===== src/rtl/rr_pkg.sv =====
package rr_pkg;
    typedef enum logic [0:0] {
        ST_RUN   = 1'b0,
        ST_FLUSH = 1'b1
    } rr_state_e;
endpackage


===== src/rtl/rr_map_tables.sv =====
module rr_map_tables #(
    parameter int ARCH_REGS = 8,
    parameter int PHYS_REGS = 16,
    localparam int AW = $clog2(ARCH_REGS),
    localparam int PW = $clog2(PHYS_REGS)
) (
    input  logic                          clk,
    input  logic                          rst_n,
    input  logic [1:0]                    spec_we,
    input  logic [1:0][AW-1:0]            spec_arch,
    input  logic [1:0][PW-1:0]            spec_phys,
    input  logic [1:0]                    cmt_we,
    input  logic [1:0][AW-1:0]            cmt_arch,
    input  logic [1:0][PW-1:0]            cmt_phys,
    input  logic                          restore,
    output logic [ARCH_REGS-1:0][PW-1:0]  spec_q,
    output logic [ARCH_REGS-1:0][PW-1:0]  cmt_q
);
    always_ff @(posedge clk) begin
        if (!rst_n) begin
            for (int i = 0; i < ARCH_REGS; i++) begin
                spec_q[i] <= PW'(i);
                cmt_q[i]  <= PW'(i);
            end
        end else begin
            if (restore) begin
                spec_q <= cmt_q;
            end else begin
                for (int k = 0; k < 2; k++)
                    if (spec_we[k]) spec_q[spec_arch[k]] <= spec_phys[k];
            end
            for (int k = 0; k < 2; k++)
                if (cmt_we[k]) cmt_q[cmt_arch[k]] <= cmt_phys[k];
        end
    end
endmodule


===== src/rtl/rr_free_list.sv =====
module rr_free_list #(
    parameter int ARCH_REGS = 8,
    parameter int PHYS_REGS = 16,
    localparam int PW = $clog2(PHYS_REGS)
) (
    input  logic                          clk,
    input  logic                          rst_n,
    input  logic [1:0]                    take,
    input  logic [1:0]                    give,
    input  logic [1:0][PW-1:0]            give_phys,
    input  logic                          rebuild,
    input  logic [ARCH_REGS-1:0][PW-1:0]  cmt_map,
    output logic [1:0][PW-1:0]            grant,
    output logic                          two_free
);
    logic [PHYS_REGS-1:0] free_q, take_mask, give_mask, used;
    logic                 found0, found1;

    always_comb begin
        grant  = '0;
        found0 = 1'b0;
        found1 = 1'b0;
        for (int p = 0; p < PHYS_REGS; p++) begin
            if (free_q[p]) begin
                if (!found0) begin
                    grant[0] = PW'(p);
                    found0   = 1'b1;
                end else if (!found1) begin
                    grant[1] = PW'(p);
                    found1   = 1'b1;
                end
            end
        end
        two_free = found1;
    end

    always_comb begin
        take_mask = '0;
        give_mask = '0;
        used      = '0;
        for (int k = 0; k < 2; k++) begin
            if (take[k]) take_mask[grant[k]]     = 1'b1;
            if (give[k]) give_mask[give_phys[k]] = 1'b1;
        end
        for (int a = 0; a < ARCH_REGS; a++)
            used[cmt_map[a]] = 1'b1;
    end

    always_ff @(posedge clk) begin
        if (!rst_n) begin
            for (int p = 0; p < PHYS_REGS; p++)
                free_q[p] <= (p >= ARCH_REGS);
        end else if (rebuild) begin
            free_q <= ~used;
        end else begin
            free_q <= (free_q & ~take_mask) | give_mask;
        end
    end
endmodule


===== src/rtl/rr_window.sv =====
module rr_window #(
    parameter int DEPTH = 8,
    parameter int AW    = 3,
    parameter int PW    = 4,
    parameter int PCW   = 16,
    localparam int TW = $clog2(DEPTH),
    localparam int CW = $clog2(DEPTH + 1)
) (
    input  logic                  clk,
    input  logic                  rst_n,
    input  logic                  flush,
    input  logic [1:0]            push,
    input  logic [1:0][AW-1:0]    push_dst,
    input  logic [1:0][PW-1:0]    push_new,
    input  logic [1:0][PW-1:0]    push_prev,
    input  logic [1:0][PCW-1:0]   push_pc,
    input  logic [1:0]            done_in,
    input  logic [1:0][TW-1:0]    done_tag,
    input  logic                  kill_in,
    input  logic [TW-1:0]         kill_slot,
    input  logic [1:0]            pop,
    output logic [1:0][TW-1:0]    tail_tag,
    output logic [CW-1:0]         count,
    output logic [1:0]            hd_valid,
    output logic [1:0]            hd_done,
    output logic [1:0]            hd_kill,
    output logic [1:0][AW-1:0]    hd_dst,
    output logic [1:0][PW-1:0]    hd_new,
    output logic [1:0][PW-1:0]    hd_prev,
    output logic [PCW-1:0]        hd_pc
);
    logic [DEPTH-1:0]           e_valid, e_done, e_kill;
    logic [DEPTH-1:0][AW-1:0]   e_dst;
    logic [DEPTH-1:0][PW-1:0]   e_new, e_prev;
    logic [DEPTH-1:0][PCW-1:0]  e_pc;
    logic [TW-1:0]              head, tail;
    logic [1:0][TW-1:0]         hd_idx;

    assign tail_tag[0] = tail;
    assign tail_tag[1] = tail + TW'(1);
    assign hd_idx[0]   = head;
    assign hd_idx[1]   = head + TW'(1);
    assign hd_pc       = e_pc[head];

    for (genvar k = 0; k < 2; k++) begin : g_head
        assign hd_valid[k] = e_valid[hd_idx[k]];
        assign hd_done[k]  = e_done[hd_idx[k]];
        assign hd_kill[k]  = e_kill[hd_idx[k]];
        assign hd_dst[k]   = e_dst[hd_idx[k]];
        assign hd_new[k]   = e_new[hd_idx[k]];
        assign hd_prev[k]  = e_prev[hd_idx[k]];
    end

    always_ff @(posedge clk) begin
        if (!rst_n || flush) begin
            e_valid <= '0;
            e_done  <= '0;
            e_kill  <= '0;
            head    <= '0;
            tail    <= '0;
            count   <= '0;
        end else begin
            for (int k = 0; k < 2; k++)
                if (done_in[k]) e_done[done_tag[k]] <= 1'b1;
            if (kill_in) e_kill[kill_slot] <= 1'b1;
            for (int k = 0; k < 2; k++)
                if (pop[k]) e_valid[hd_idx[k]] <= 1'b0;
            for (int k = 0; k < 2; k++) begin
                if (push[k]) begin
                    e_valid[tail_tag[k]] <= 1'b1;
                    e_done[tail_tag[k]]  <= 1'b0;
                    e_kill[tail_tag[k]]  <= 1'b0;
                    e_dst[tail_tag[k]]   <= push_dst[k];
                    e_new[tail_tag[k]]   <= push_new[k];
                    e_prev[tail_tag[k]]  <= push_prev[k];
                    e_pc[tail_tag[k]]    <= push_pc[k];
                end
            end
            head  <= head + TW'(pop[0]) + TW'(pop[1]);
            tail  <= tail + TW'(push[0]) + TW'(push[1]);
            count <= count + CW'(push[0]) + CW'(push[1])
                           - CW'(pop[0]) - CW'(pop[1]);
        end
    end
endmodule


===== src/rtl/rename_retire_unit.sv =====
module rename_retire_unit
    import rr_pkg::*;
#(
    parameter int ARCH_REGS = 8,
    parameter int PHYS_REGS = 16,
    parameter int WIN_DEPTH = 8,
    parameter int PCW       = 16,
    localparam int AW = $clog2(ARCH_REGS),
    localparam int PW = $clog2(PHYS_REGS),
    localparam int TW = $clog2(WIN_DEPTH),
    localparam int CW = $clog2(WIN_DEPTH + 1)
) (
    input  logic                 clk,
    input  logic                 rst_n,
    input  logic [1:0]           ren_valid,
    input  logic [1:0][AW-1:0]   ren_dst,
    input  logic [1:0][AW-1:0]   ren_src,
    input  logic [1:0][PCW-1:0]  ren_pc,
    output logic                 ren_ready,
    output logic [1:0][PW-1:0]   ren_src_phys,
    output logic [1:0][PW-1:0]   ren_new_phys,
    output logic [1:0][PW-1:0]   ren_prev_phys,
    output logic [1:0][TW-1:0]   ren_tag,
    input  logic [1:0]           cmp_valid,
    input  logic [1:0][TW-1:0]   cmp_tag,
    input  logic                 kill_valid,
    input  logic [TW-1:0]        kill_tag,
    output logic [1:0]           retire_valid,
    output logic                 redirect_valid,
    output logic [PCW-1:0]       redirect_pc
);
    rr_state_e                    state_q, state_d;
    logic [ARCH_REGS-1:0][PW-1:0] spec_map, cmt_map;
    logic [1:0][PW-1:0]           grant;
    logic                         two_free, head_killed, flushing;
    logic [1:0]                   accept;
    logic [CW-1:0]                win_count;
    logic [1:0]                   hd_valid, hd_done, hd_kill;
    logic [1:0][AW-1:0]           hd_dst;
    logic [1:0][PW-1:0]           hd_new, hd_prev;
    logic [PCW-1:0]               hd_pc;

    assign head_killed = hd_valid[0] && hd_kill[0];

    // state register
    always_ff @(posedge clk) begin
        if (!rst_n) begin
            state_q     <= ST_RUN;
            redirect_pc <= '0;
        end else begin
            state_q <= state_d;
            if (state_q == ST_RUN && head_killed) redirect_pc <= hd_pc;
        end
    end

    // next state and outputs
    always_comb begin
        state_d      = state_q;
        flushing     = 1'b0;
        ren_ready    = 1'b0;
        retire_valid = 2'b00;
        unique case (state_q)
            ST_RUN: begin
                if (head_killed) state_d = ST_FLUSH;
                ren_ready = !head_killed && two_free
                         && (win_count <= CW'(WIN_DEPTH - 2));
                retire_valid[0] = hd_valid[0] && hd_done[0] && !hd_kill[0];
                retire_valid[1] = retire_valid[0] && hd_valid[1]
                               && hd_done[1] && !hd_kill[1];
            end
            ST_FLUSH: begin
                state_d  = ST_RUN;
                flushing = 1'b1;
            end
        endcase
    end
    assign redirect_valid = flushing;

    assign accept[0] = ren_ready && ren_valid[0];
    assign accept[1] = ren_ready && ren_valid[0] && ren_valid[1];

    // translation with lane-0 forwarding into lane 1
    assign ren_new_phys     = grant;
    assign ren_src_phys[0]  = spec_map[ren_src[0]];
    assign ren_prev_phys[0] = spec_map[ren_dst[0]];
    assign ren_src_phys[1]  = (ren_src[1] == ren_dst[0]) ? grant[0] : spec_map[ren_src[1]];
    assign ren_prev_phys[1] = (ren_dst[1] == ren_dst[0]) ? grant[0] : spec_map[ren_dst[1]];

    rr_map_tables #(.ARCH_REGS(ARCH_REGS), .PHYS_REGS(PHYS_REGS)) u_maps (
        .clk(clk), .rst_n(rst_n),
        .spec_we(accept), .spec_arch(ren_dst), .spec_phys(grant),
        .cmt_we(retire_valid), .cmt_arch(hd_dst), .cmt_phys(hd_new),
        .restore(flushing), .spec_q(spec_map), .cmt_q(cmt_map)
    );

    rr_free_list #(.ARCH_REGS(ARCH_REGS), .PHYS_REGS(PHYS_REGS)) u_free (
        .clk(clk), .rst_n(rst_n),
        .take(accept), .give(retire_valid), .give_phys(hd_prev),
        .rebuild(flushing), .cmt_map(cmt_map),
        .grant(grant), .two_free(two_free)
    );

    rr_window #(.DEPTH(WIN_DEPTH), .AW(AW), .PW(PW), .PCW(PCW)) u_win (
        .clk(clk), .rst_n(rst_n), .flush(flushing),
        .push(accept), .push_dst(ren_dst), .push_new(grant),
        .push_prev(ren_prev_phys), .push_pc(ren_pc),
        .done_in(cmp_valid & {2{!flushing}}), .done_tag(cmp_tag),
        .kill_in(kill_valid && !flushing), .kill_slot(kill_tag),
        .pop(retire_valid), .tail_tag(ren_tag), .count(win_count),
        .hd_valid(hd_valid), .hd_done(hd_done), .hd_kill(hd_kill),
        .hd_dst(hd_dst), .hd_new(hd_new), .hd_prev(hd_prev), .hd_pc(hd_pc)
    );
endmodule


===== config.mk =====
export PLATFORM = sky130hd
export DESIGN_NAME = rename_retire_unit
export DESIGN_NICKNAME = d
export VERILOG_FILES = /design/src/rtl/rr_pkg.sv /design/src/rtl/rr_map_tables.sv /design/src/rtl/rr_free_list.sv /design/src/rtl/rr_window.sv /design/src/rtl/rename_retire_unit.sv
export SDC_FILE = /design/constraint.sdc
export NUM_CORES = 1
export LEC_CHECK = 0
export ABC_AREA = 0
export BUFFER_PORTS_ARGS = -buffer_cell sky130_fd_sc_hd__buf_2
export CAP_MARGIN = 20
export CORE_MARGIN = 3
export CORE_UTILIZATION = 45
export CTS_CLUSTER_DIAMETER = 50
export DETAILED_ROUTE_END_ITERATION = 16
export GPL_TIMING_DRIVEN = 0
export PLACE_DENSITY = 0.66
export SKIP_CTS_REPAIR_TIMING = 1
export SLEW_MARGIN = 25
export SYNTH_ARGS = -nofsm -noshare
export SYNTH_HDL_FRONTEND = slang
export SYNTH_SLANG_ARGS = --single-unit
export TNS_END_PERCENT = 1

===== constraint.sdc =====
create_clock -name clk -period 18.25 [get_ports clk]
set_input_delay 0.9125 -clock clk [delete_from_list [all_inputs] [get_ports clk]]
set_output_delay 0.9125 -clock clk [all_outputs]
set_load 0.05 [all_outputs]

==> run_summary.xml <==
<?xml version="1.0" encoding="UTF-8"?>
<metrics>
  <group name="pwr">
    <metric name="static-leakage-power" unit="nW">9.260</metric>
    <metric name="vdd_drop_max" unit="V">0.00008284</metric>
    <metric name="cellPowerDensity" unit="nW/µm²">111.5</metric>
    <metric name="totalPowerFinal" unit="W">0.003049</metric>
  </group>
  <group name="detailed_routing">
    <metric name="antenna_violating_nets_post_route" unit="">0</metric>
    <metric name="initialDrtViolationCount" unit="">3787</metric>
    <metric name="post_drt_wl_per_cell" unit="µm">29.76</metric>
    <metric name="detail_route.first_pass.iterations" unit="">8</metric>
    <metric name="vias_per_cell" unit="">6.964</metric>
    <metric name="vias" unit="">24460</metric>
    <metric name="routed_wirelength" unit="mm">104.5</metric>
    <metric name="drc_errors" unit="">0</metric>
  </group>
  <group name="floorplanning">
    <metric name="initial_cell_density_of_the_core" unit="">0.4568</metric>
    <metric name="core-area" unit="µm²">52870</metric>
    <metric name="die_span_x" unit="µm">237.7</metric>
    <metric name="die_h" unit="µm">237.7</metric>
    <metric name="io_pins" unit="">110</metric>
    <metric name="row_count" unit="">84</metric>
    <metric name="die_area" unit="µm²">56480</metric>
  </group>
  <group name="global_route">
    <metric name="antenna_found_initial" unit="">0</metric>
    <metric name="busiest_layer" unit="">met2</metric>
    <metric name="grt_first_pass_wirelength" unit="mm">153.2</metric>
    <metric name="global_route_track_usage_on_met1" unit="">0.4479</metric>
    <metric name="grt_usage" unit="">0.3575</metric>
    <metric name="via_count_of_the_first_global_routing_pass" unit="">23560</metric>
    <metric name="grt_use_met3" unit="">0.07843</metric>
    <metric name="grt_start_max_net_pins" unit="">52</metric>
    <metric name="grt_overflow_total" unit="">0</metric>
    <metric name="grt_use_met2" unit="">0.5631</metric>
  </group>
  <group name="placement">
    <metric name="post-place-cells" unit="">3419</metric>
    <metric name="gp_routability_congestion" unit="">1.007</metric>
    <metric name="port-buffer-count" unit="">68</metric>
    <metric name="place.detailed.hpwl" unit="mm">73.81</metric>
    <metric name="dpl_cell_area" unit="µm²">25570</metric>
  </group>
  <group name="finish">
    <metric name="design_area_final" unit="µm²">27350</metric>
    <metric name="layout-drive-gt1-share" unit="">0.1257</metric>
    <metric name="finalNonFillerCells" unit="">3513</metric>
    <metric name="antennaDiodeCount" unit="">0</metric>
    <metric name="area_growth" unit="%">13.26</metric>
    <metric name="finalNetCount" unit="">2859</metric>
  </group>
  <group name="setup_path">
    <metric name="r2r-start" unit="">u_free.free_q[0]</metric>
    <metric name="end_kind" unit="">output pin</metric>
    <metric name="cp_cell_sequence" unit="">inv_1, ha_1, nor3b_1, nand2_1, nor4_1, o21a_1, buf_4, a21oi_1, inv_1, buf_2, buf_1, buf_2</metric>
    <metric name="crit_path_start_kind" unit="">flop</metric>
    <metric name="crit_buf_inv" unit="">6</metric>
    <metric name="arrival" unit="ns">5.18</metric>
    <metric name="critical_path_required" unit="ns">17.34</metric>
    <metric name="slack_of_the_worst_reg_to_reg_path" unit="ns">12.70</metric>
    <metric name="setup.worst_path.class" unit="">reg -&gt; out</metric>
    <metric name="crit_path_max_delay_family" unit="">buffers and inverters</metric>
    <metric name="timing.critical_path.fanout_max" unit="">10</metric>
    <metric name="rr_worst_depth" unit="">18</metric>
    <metric name="worst_r2r_endpoint" unit="">u_win.count[2]</metric>
    <metric name="cpPeakStageDelay" unit="ns">0.82</metric>
    <metric name="crit_slowest_cell" unit="">sky130_fd_sc_hd__nor4_1</metric>
  </group>
  <group name="clocking">
    <metric name="number_of_clock_buffers_inserted_by_tritoncts" unit="">50</metric>
    <metric name="maximum_root_to_sink_buffer_count" unit="">3</metric>
    <metric name="insertion_delay" unit="ns">0.64</metric>
    <metric name="cts.reportedPaths.clkPinSlew" unit="ns">0.05</metric>
    <metric name="h-tree-depth" unit="">2</metric>
    <metric name="cts.sink_count" unit="">347</metric>
    <metric name="cts_tree" unit="">done</metric>
    <metric name="clockRootBuffer" unit="">sky130_fd_sc_hd__clkbuf_16</metric>
  </group>
  <group name="min_path">
    <metric name="hold_end" unit="">redirect_pc[14]</metric>
    <metric name="holdPathStages" unit="">1</metric>
    <metric name="hold_class" unit="">reg -&gt; reg</metric>
    <metric name="hold_path.startpoint" unit="">redirect_pc[14]</metric>
  </group>
  <group name="logic_synthesis">
    <metric name="synth_async_sr_flop_share" unit="">0</metric>
    <metric name="synth_largest_area_cell" unit="">sky130_fd_sc_hd__edfxtp_1</metric>
    <metric name="synth.cell_area" unit="µm²">24150</metric>
    <metric name="synth.ff_latch_count" unit="">347</metric>
    <metric name="synth_enable_flop_cells" unit="">216</metric>
    <metric name="syn-instance-count" unit="">2655</metric>
    <metric name="sequential_cell_area_fraction_in_the_yosys_report" unit="">0.3772</metric>
    <metric name="yosys-top-cells-count" unit="">sky130_fd_sc_hd__nand2_1, sky130_fd_sc_hd__mux2i_1, sky130_fd_sc_hd__o21ai_0, sky130_fd_sc_hd__edfxtp_1, sky130_fd_sc_hd__clkbuf_1</metric>
    <metric name="post-synth-top-count-cell" unit="">sky130_fd_sc_hd__nand2_1</metric>
    <metric name="synth-warning-count" unit="">0</metric>
    <metric name="postSynthAreaPerCell" unit="µm²">9.095</metric>
    <metric name="yosys.area.top_type_share" unit="">0.2686</metric>
    <metric name="postSynth.topFlopCell" unit="">sky130_fd_sc_hd__edfxtp_1</metric>
    <metric name="synthesis.nets" unit="">2731</metric>
    <metric name="synth.top_cells.by_area" unit="">sky130_fd_sc_hd__edfxtp_1, sky130_fd_sc_hd__mux2i_1, sky130_fd_sc_hd__dfxtp_1</metric>
    <metric name="post_synth_num_cell_types" unit="">97</metric>
  </group>
  <group name="timing">
    <metric name="setup-violations-final" unit="">0</metric>
    <metric name="fin_skew" unit="ns">0.04330</metric>
    <metric name="timing.setup.tns" unit="ns">0</metric>
    <metric name="holdWs" unit="ns">0.4923</metric>
    <metric name="report.final.hold_viol_count" unit="">0</metric>
    <metric name="final_min_period" unit="ns">6.092</metric>
    <metric name="rsz0062_at_grt" unit="">no</metric>
    <metric name="timing.slew.headroom" unit="">0.2150</metric>
    <metric name="worstMarginPinSlew" unit="ns">1.175</metric>
    <metric name="clock.fmax" unit="GHz">0.1641</metric>
    <metric name="final-max-slew-violation-count" unit="">0</metric>
    <metric name="layout_worst_path_cycle_share" unit="">0.3338</metric>
  </group>
  <group name="run_status">
    <metric name="status" unit="">finished, final reports clean</metric>
  </group>
  <group name="flow_run">
    <metric name="max_cap_violations" unit="">0</metric>
  </group>
</metrics>
[kinds of logic (layout without fill, tap and decap cells)]
group           count (synthesis)  in the layout  synth area share
compound gates                741            741            0.2052
xor+xnor                       13             13          0.004715
fa+ha+maj                      17             17          0.009948
buf+inv                       329            499           0.05596
flops                         347            347            0.3772
mux                           368            368            0.1713
simple gates                  840            840            0.1756
[metrics by stage]
step	worst slack [ns]	utilization
final	12.16	0.5174
after floorplan	9.818	-
after global routing	11.92	0.5174
after CTS	12.40	0.5171
after global placement	6.225	0.4795
after detailed placement	12.92	0.4837
[cell type report]
class                   count  area (µm²)
multi-input cells        1979       13770
plain buffers             276        1156
repair buffers             76       489.2
clock inverters            31       365.4
flip-flops and latches    347        9109
clock buffers              63        1404
inverters                  53       198.9
fillers                  4849       25510
well taps                 688       860.8
[registers in the layout (all words and copies together), names as in the netlist]
| signal | count |
|---|---|
| u_win.e_valid | 8 |
| u_win.count | 4 |
| u_free.free_q | 16 |
| u_win.e_kill | 8 |
| u_win.e_dst | 24 |
| u_maps.cmt_q | 32 |
| u_win.e_prev | 32 |
| u_win.head | 3 |
| redirect_pc | 16 |
| u_win.e_done | 8 |
| u_win.tail | 3 |
| u_maps.spec_q | 32 |
| u_win.e_pc | 128 |
| state_q | 1 |
| u_win.e_new | 32 |
[power by group]
part | total, W | switching, W | internal, W
Sequential | 0.00110 | 0.0000988 | 0.00100
Clock | 0.00102 | 0.000419 | 0.000603
Combinational | 0.000927 | 0.000639 | 0.000288
[worst max-delay path by stage]
stage,end,slack [ns],start,depth (start not counted)
final,ren_new_phys[6],12.16,u_free.free_q[0],12
after global routing,ren_new_phys[5],11.92,u_free.free_q[1],12
after CTS,ren_new_phys[5],12.40,u_free.free_q[0],12
after detailed placement,u_win.count[2],12.92,u_free.free_q[0],18
after global placement,u_win.e_valid[0],6.22,rst_n,6
after floorplan,u_win.e_valid[0],9.82,rst_n,6
[metal layers]
layer / share of wire / routed length [µm]
met1: 0.36 / 37890
met2: 0.45 / 46640
met3: 0.12 / 12580
met4: 0.071 / 7434
met5: 0 / 0
[placed cells by master (no fill, tap or decap), types with 75 or more instances in the layout]
cell type,Yosys,routed
sky130_fd_sc_hd__mux2i_1,305,305
sky130_fd_sc_hd__buf_2,47,115
sky130_fd_sc_hd__a21oi_1,75,75
sky130_fd_sc_hd__dfxtp_1,131,131
sky130_fd_sc_hd__nor2_1,88,88
sky130_fd_sc_hd__clkbuf_1,188,193
sky130_fd_sc_hd__o21ai_0,270,270
sky130_fd_sc_hd__edfxtp_1,216,216
sky130_fd_sc_hd__nor3_1,81,81
sky130_fd_sc_hd__nand2_1,331,331
Power figures use the tool's default switching activity.
